<file path="config.mk">
export PLATFORM = sky130hd
export DESIGN_NAME = periodic_tick_timer
export DESIGN_NICKNAME = d
export VERILOG_FILES = /design/src/rtl/ptt_pkg.sv /design/src/rtl/ptt_prescaler.sv /design/src/rtl/ptt_restart_sync.sv /design/src/rtl/ptt_downcounter.sv /design/src/rtl/periodic_tick_timer.sv
export SDC_FILE = /design/constraint.sdc
export NUM_CORES = 1
export LEC_CHECK = 0
export BUFFER_PORTS_ARGS = -buffer_cell sky130_fd_sc_hd__buf_2
export CORE_AREA = 2 2 72 74
export CTS_BUF_LIST = sky130_fd_sc_hd__clkbuf_4
export CTS_CLUSTER_DIAMETER = 50
export DETAILED_ROUTE_END_ITERATION = 10
export DIE_AREA = 0 0 74 76
export GPL_ROUTABILITY_DRIVEN = 0
export PLACE_DENSITY = 0.81
export SKIP_LAST_GASP = 1
export SYNTH_ARGS = -nofsm -noshare
export SYNTH_HDL_FRONTEND = slang
export SYNTH_HIERARCHICAL = 1
export SYNTH_SLANG_ARGS = --single-unit
export TNS_END_PERCENT = 50
</file>
<file path="constraint.sdc">
create_clock -name clk -period 2.1 [get_ports clk]
set_input_delay 0.315 -clock clk [delete_from_list [all_inputs] [get_ports clk]]
set_output_delay 0.315 -clock clk [all_outputs]
set_load 0.01 [all_outputs]
</file>
<file path="src/rtl/ptt_pkg.sv">
// Package for the periodic tick timer.
// It holds the register address codes and the bit positions in the control/status word.
package ptt_pkg;
    typedef enum logic [1:0] {
        REG_CTRL   = 2'd0,
        REG_PRESC  = 2'd1,
        REG_RELOAD = 2'd2,
        REG_COUNT  = 2'd3
    } reg_addr_e;

    localparam int CTRL_RESTART_BIT = 0;
    localparam int CTRL_WDFLAG_BIT  = 1;
    localparam int CTRL_RUN_BIT     = 2;
endpackage

</file>
<file path="src/rtl/ptt_prescaler.sv">
// Power-of-two prescaler.
// It counts reference strobes and sends out a registered one-cycle tick on every
// 2^code-th strobe. Assumes that ref_i pulses are single cycles. clr_i restarts the
// division, and the strobe that arrives together with clr_i produces no tick.
// Ticks come only while run_i is high.
module ptt_prescaler #(
    parameter int CODE_W = 3
) (
    input  logic              clk_i,
    input  logic              rst_ni,
    input  logic              ref_i,
    input  logic              clr_i,
    input  logic              run_i,
    input  logic [CODE_W-1:0] code_i,
    output logic              tick_o
);
    localparam int PS_W = (1 << CODE_W) - 1;
    localparam logic [PS_W-1:0] PS_ONE = PS_W'(1);

    logic [PS_W-1:0] pcnt_q;
    logic [PS_W-1:0] mask;
    logic            hit;

    // Low-bit mask of the code width; the top code wraps round to all ones.
    always_comb begin
        mask = (PS_ONE << code_i) - PS_ONE;
        hit  = ((pcnt_q & mask) == mask);
    end

    // Strobe counter and the registered tick.
    always_ff @(posedge clk_i) begin
        if (!rst_ni) begin
            pcnt_q <= '0;
            tick_o <= 1'b0;
        end else if (clr_i) begin
            pcnt_q <= '0;
            tick_o <= 1'b0;
        end else begin
            tick_o <= ref_i && run_i && hit;
            if (ref_i) pcnt_q <= pcnt_q + PS_ONE;
        end
    end

    a_r2_tick_after_ref: assert property (@(posedge clk_i) disable iff (!rst_ni)
        tick_o |-> $past(ref_i));
endmodule

</file>
<file path="src/rtl/ptt_restart_sync.sv">
// Restart handshake.
// A request arms pending_o. The first reference strobe after the request marks
// the first stage. The second strobe gives a load pulse in its own cycle and
// clears pending_o. A request that arrives while pending_o is high is ignored.
module ptt_restart_sync (
    input  logic clk_i,
    input  logic rst_ni,
    input  logic req_i,
    input  logic ref_i,
    output logic pending_o,
    output logic load_o
);
    logic seen_q;

    // The load fires on the second strobe after the request.
    assign load_o = pending_o && ref_i && seen_q;

    // Pending flag and strobe stage.
    always_ff @(posedge clk_i) begin
        if (!rst_ni) begin
            pending_o <= 1'b0;
            seen_q    <= 1'b0;
        end else if (!pending_o) begin
            if (req_i) begin
                pending_o <= 1'b1;
                seen_q    <= 1'b0;
            end
        end else if (ref_i) begin
            if (seen_q) pending_o <= 1'b0;
            seen_q <= 1'b1;
        end
    end

    a_r5_restart_clears: assert property (@(posedge clk_i) disable iff (!rst_ni)
        (pending_o && ref_i && seen_q) |=> !pending_o);
    a_r5_restart_holds: assert property (@(posedge clk_i) disable iff (!rst_ni)
        (pending_o && !(ref_i && seen_q)) |=> pending_o);
endmodule

</file>
<file path="src/rtl/ptt_downcounter.sv">
// Reloadable down-counter.
// A load copies the reload value and sets the run flag. Each tick while running
// decrements the count. A tick at zero reloads the count and raises a registered
// one-cycle expiry pulse.
module ptt_downcounter #(
    parameter int CNT_W = 16
) (
    input  logic             clk_i,
    input  logic             rst_ni,
    input  logic             load_i,
    input  logic             tick_i,
    input  logic [CNT_W-1:0] reload_i,
    output logic [CNT_W-1:0] count_o,
    output logic             run_o,
    output logic             expire_o
);
    // Count, run flag and expiry pulse.
    always_ff @(posedge clk_i) begin
        if (!rst_ni) begin
            count_o  <= '0;
            run_o    <= 1'b0;
            expire_o <= 1'b0;
        end else begin
            expire_o <= 1'b0;
            if (load_i) begin
                count_o <= reload_i;
                run_o   <= 1'b1;
            end else if (run_o && tick_i) begin
                if (count_o == '0) begin
                    count_o  <= reload_i;
                    expire_o <= 1'b1;
                end else begin
                    count_o <= count_o - CNT_W'(1);
                end
            end
        end
    end

    a_r3_load_value: assert property (@(posedge clk_i) disable iff (!rst_ni)
        $past(load_i) |-> (count_o == $past(reload_i)));
    a_r4_expire_from_zero: assert property (@(posedge clk_i) disable iff (!rst_ni)
        expire_o |-> ($past(tick_i) && ($past(count_o) == '0)));
endmodule

</file>
<file path="src/rtl/periodic_tick_timer.sv">
// Prescaled reloadable periodic timer (top).
// It holds the register file: control/status, prescale code, reload value and a
// read-only count. It ties together the prescaler, the restart handshake and the
// down-counter. Assumes that ref_tick strobes are one cycle wide and at least two
// cycles apart. Reads are combinational on addr.
module periodic_tick_timer #(
    parameter int CNT_W  = 16,
    parameter int CODE_W = 3
) (
    input  logic             clk,
    input  logic             rst_n,
    input  logic             ref_tick,
    input  logic             wdog_evt,
    input  logic             wr_en,
    input  logic [1:0]       addr,
    input  logic [CNT_W-1:0] wdata,
    output logic [CNT_W-1:0] rd_data,
    output logic             presc_tick,
    output logic             expire
);
    import ptt_pkg::*;

    logic [CODE_W-1:0] code_q;
    logic [CNT_W-1:0]  reload_q;
    logic [CNT_W-1:0]  count;
    logic              wdflag_q;
    logic              pending;
    logic              load;
    logic              running;
    logic              wr_ctrl;
    logic              restart_req;

    assign wr_ctrl     = wr_en && (addr == REG_CTRL);
    assign restart_req = wr_ctrl && wdata[CTRL_RESTART_BIT];

    // Writable configuration registers; the count address takes no write.
    always_ff @(posedge clk) begin
        if (!rst_n) begin
            code_q   <= '0;
            reload_q <= '0;
        end else if (wr_en) begin
            if (addr == REG_PRESC)  code_q   <= wdata[CODE_W-1:0];
            if (addr == REG_RELOAD) reload_q <= wdata;
        end
    end

    // Sticky watchdog-reset flag, cleared by writing 1; a set wins over a clear.
    always_ff @(posedge clk) begin
        if (!rst_n)                                   wdflag_q <= 1'b0;
        else if (wdog_evt)                            wdflag_q <= 1'b1;
        else if (wr_ctrl && wdata[CTRL_WDFLAG_BIT])   wdflag_q <= 1'b0;
    end

    // Read mux.
    always_comb begin
        unique case (addr)
            REG_CTRL:   rd_data = {{(CNT_W-3){1'b0}}, running, wdflag_q, pending};
            REG_PRESC:  rd_data = {{(CNT_W-CODE_W){1'b0}}, code_q};
            REG_RELOAD: rd_data = reload_q;
            default:    rd_data = count;
        endcase
    end

    ptt_restart_sync u_sync (
        .clk_i     (clk),
        .rst_ni    (rst_n),
        .req_i     (restart_req),
        .ref_i     (ref_tick),
        .pending_o (pending),
        .load_o    (load)
    );

    ptt_prescaler #(.CODE_W(CODE_W)) u_presc (
        .clk_i  (clk),
        .rst_ni (rst_n),
        .ref_i  (ref_tick),
        .clr_i  (load),
        .run_i  (running),
        .code_i (code_q),
        .tick_o (presc_tick)
    );

    ptt_downcounter #(.CNT_W(CNT_W)) u_cnt (
        .clk_i    (clk),
        .rst_ni   (rst_n),
        .load_i   (load),
        .tick_i   (presc_tick),
        .reload_i (reload_q),
        .count_o  (count),
        .run_o    (running),
        .expire_o (expire)
    );

    a_r7_flag_sets: assert property (@(posedge clk) disable iff (!rst_n)
        wdog_evt |=> wdflag_q);
    a_r6_idle_quiet: assert property (@(posedge clk) disable iff (!rst_n)
        !running |-> (!presc_tick && !expire));
endmodule

</file>
==> results.sh <==
export IMPL_first_iter_violations=331
export IMPL_final_instance_count_excl_fill=418
export IMPL_ys_warn_count=6
export IMPL_die_area_um2=5620
export IMPL_crit_path_start_kind="flop"
export IMPL_synth_top_flop_cell="dfxtp_1"
export IMPL_power_density_nw_per_um2=520
export IMPL_cts_max_level=2
export IMPL_finalPower_mw=1.54
export IMPL_core_area_um2=4910
export IMPL_skew_ns=0.0154
export IMPL_maxSlewViolCount=0
export IMPL_status="complete, no violations"
export IMPL_dp_cells=410
export IMPL_cts_root_buf="clkbuf_4"
export IMPL_r2r_end="u_cnt/count_o[12]$_SDFFE_PN0P_"
export IMPL_syn_inst=313
export IMPL_startpoint="u_cnt/count_o[12]$_SDFFE_PN0P_"
export IMPL_setup_viol=0
export IMPL_drc=0
export IMPL_wl_per_cell_um=15.0
export IMPL_r2r_start="u_cnt/count_o[12]$_SDFFE_PN0P_"
export IMPL_max_slew_margin_rel_pct=37.9
export IMPL_max_freq_ghz=0.520
export IMPL_rsz0062_at_grt="false"
export IMPL_synth_compound_area_share_pct=15.0
export IMPL_setup_tns_ns=0
export IMPL_min_period_ns=1.92
export IMPL_finalWirelength_mm=6.29
export IMPL_synth_edf_count=0
export IMPL_ys_seq_area_share_pct=35.1
export IMPL_layout_commonest_cell="nand2_1"
export IMPL_synth_seq_cells=48
export IMPL_n_antenna_cell=0
export IMPL_num_vias=2479
export IMPL_crit_path_end_kind="flop"
export IMPL_synthMuxAreaShare_pct=15.0
export IMPL_max_cap_violations=0
export IMPL_cts_setup_buffers=0
export IMPL_synth_area_per_cell_um2=8.76
export IMPL_track_usage_pct=23.5
export IMPL_ant_nets=0
export IMPL_final_cell_mix="51 x nand2_1, 48 x dfxtp_1, 40 x buf_2"
export IMPL_floorplan_initialDensity_pct=55.8
export IMPL_synth_xor_area_share_pct=1.28
export IMPL_nNetsFinal=373
export IMPL_worstPathArrival_ns=2.20
export IMPL_die_h_um=76
export IMPL_p_leak_nw=1.19
export IMPL_reg2reg_depth=5
export IMPL_cts_path_max_buffers=2
export IMPL_place_detailed_hpwl_mm=4.56
export IMPL_synthArstFlopShare_pct=0
export IMPL_worstPathRequired_ns=2.38
export IMPL_io_pins=41
export IMPL_area_delta_synth_final_pct=8.26
export IMPL_crit_fanout=8
export IMPL_drt_pass1_iterations=5
export IMPL_vias_per_cell=5.93
export IMPL_syn_area_um2=2740
export IMPL_ir_drop_mv=0.380
export IMPL_ys_types=56
export IMPL_grt_max_degree=40
export IMPL_hold_path_class="in2reg"
export IMPL_critPathKind="reg2reg"
export IMPL_hold_buffers=0
export IMPL_synth_simple_gate_area_share_pct=25.2
export IMPL_endpoint="u_cnt/count_o[12]$_SDFFE_PN0P_"
export IMPL_antenna_found_initial=0
export IMPL_post_cts_resized=0
export IMPL_drive_gt1_share_pct=18.7
export IMPL_finalHoldViolations=0
export IMPL_grt_pass1_wl_mm=10.4
export IMPL_grt_pass1_vias=2189
export IMPL_hold_slack_ns=0.147
export IMPL_yosys_area_share_adder_pct=1.37
export IMPL_worst_pin_slew_ns=0.931
export IMPL_die_w_um=74
export IMPL_path_clk_slew_ns=0.15
export IMPL_cts_tree="yes"
export IMPL_cts_buffers=5
export IMPL_io_buffers=40
export IMPL_cts_sinks=48
export IMPL_num_rows=26
export IMPL_reg2reg_slack_ns=0.18
export IMPL_period_share_pct=91.5
export IMPL_synthesis_nets=339
export IMPL_synth_top_family_by_area="simple AND/OR/NAND/NOR gates"
export IMPL_clk_latency_ns=0.37
export IMPL_grt_overflow_total=0
[cells by family (layout without fill, tap and decap cells)]
family          Yosys count  in the layout
mux                      37             37
fa+ha+maj                 3              3
flops                    48             48
xor+xnor                  4              4
simple gates            137            137
buf+inv                  26             61
compound gates           58             58
[through the flow]
stage	utilization (%)	instance area, um^2	setup WS (ns)
6_report	60.4	2970	0.178
5_1_grt	60.4	2970	0.0486
4_1_cts	60.4	2970	0.222
3_5_place_dp	59.2	2910	0.245
3_3_place_gp	59.2	2910	0.312
2_1_floorplan	-	2740	0.461
[sequential cells by signal, summed over array words and instances, names as in the netlist]
| register | count |
|---|---|
| u_presc/tick_o | 1 |
| u_presc/pcnt_q | 7 |
| wdflag_q | 1 |
| reload_q | 16 |
| u_cnt/count_o | 16 |
| u_cnt/expire_o | 1 |
| u_sync/seen_q | 1 |
| u_sync/pending_o | 1 |
| code_q | 3 |
| u_cnt/run_o | 1 |
[routing by layer]
layer	GRT usage, %	part of all wire (%)	up-vias
met5	0	0	-
met4	7.64	1.6	0
met3	5.29	7.1	11
met2	33.8	44	107
met1	34.6	47	1148
li1	-	-	1213
[power by group]
group	internal [mW]	total [mW]	switching, mW
clock network	0.147	0.452	0.306
registers	0.931	0.953	0.0219
logic	0.0633	0.140	0.0768
[critical path: stages, from the launching register on]
cell,delay (ns)
dfxtp_1,0.39
or3_1,0.40
and3b_1,0.45
a31oi_1,0.26
o21a_1,0.24
o311a_1,0.10
[layout make-up]
type / instances / area (um^2)
Fill cell: 439 / 1940
Multi-Input combinational cell: 239 / 1590
Sequential cell: 48 / 961
Timing Repair Buffer: 46 / 245
Tap cell: 70 / 87.6
Clock buffer: 6 / 45.0
Inverter: 7 / 26.3
Clock inverter: 2 / 16.3
[worst min-delay path by stage]
stage / from / end / slack, ns / cells past startpoint
after floorplan: wdata[1] / wdflag_q$_SDFFE_PN0P_ / 0.42 / 1
after global placement: u_sync/seen_q$_SDFFE_PN0P_ / u_sync/seen_q$_SDFFE_PN0P_ / 0.44 / 2
after CTS: wdata[1] / wdflag_q$_SDFFE_PN0P_ / 0.14 / 2
after detailed placement: u_sync/seen_q$_SDFFE_PN0P_ / u_sync/seen_q$_SDFFE_PN0P_ / 0.45 / 2
final: wdata[1] / wdflag_q$_SDFFE_PN0P_ / 0.15 / 2
after global routing: wdata[1] / wdflag_q$_SDFFE_PN0P_ / 0.13 / 2
[synthesized netlist by cell type (all sizes together), types with 2 or more instances]
| master | instances | area share [%] |
|---|---|---|
| a22oi | 2 | 0.55 |
| and3b | 2 | 0.64 |
| a21oi | 14 | 3.1 |
| a31oi | 8 | 1.8 |
| a41oi | 2 | 0.64 |
| xor2 | 3 | 0.96 |
| mux2i | 34 | 12 |
| nand4 | 6 | 1.6 |
| dfxtp | 48 | 35 |
| clkbuf | 10 | 2.8 |
| nand2 | 53 | 7.4 |
| nor3 | 8 | 1.5 |
| o311ai | 2 | 0.64 |
| nor4 | 5 | 1.1 |
| o2111ai | 2 | 0.64 |
| inv | 7 | 0.96 |
| mux4 | 3 | 2.6 |
| and2 | 3 | 0.68 |
| o31ai | 3 | 0.82 |
| nand3b | 4 | 1.1 |
| o21ai | 9 | 1.6 |
| a311oi | 2 | 0.64 |
| nor2 | 19 | 2.7 |
| a211oi | 2 | 0.55 |
| ha | 3 | 1.4 |
| o221ai | 2 | 0.64 |
| or3 | 4 | 0.91 |
| nor2b | 14 | 3.2 |
| o311a | 2 | 0.73 |
| buf | 9 | 3.3 |
| nand3 | 12 | 2.2 |
| and3 | 2 | 0.64 |
| nor3b | 2 | 0.55 |
| o21a | 2 | 0.55 |
Note: power is estimated with default switching activity, not from simulation.
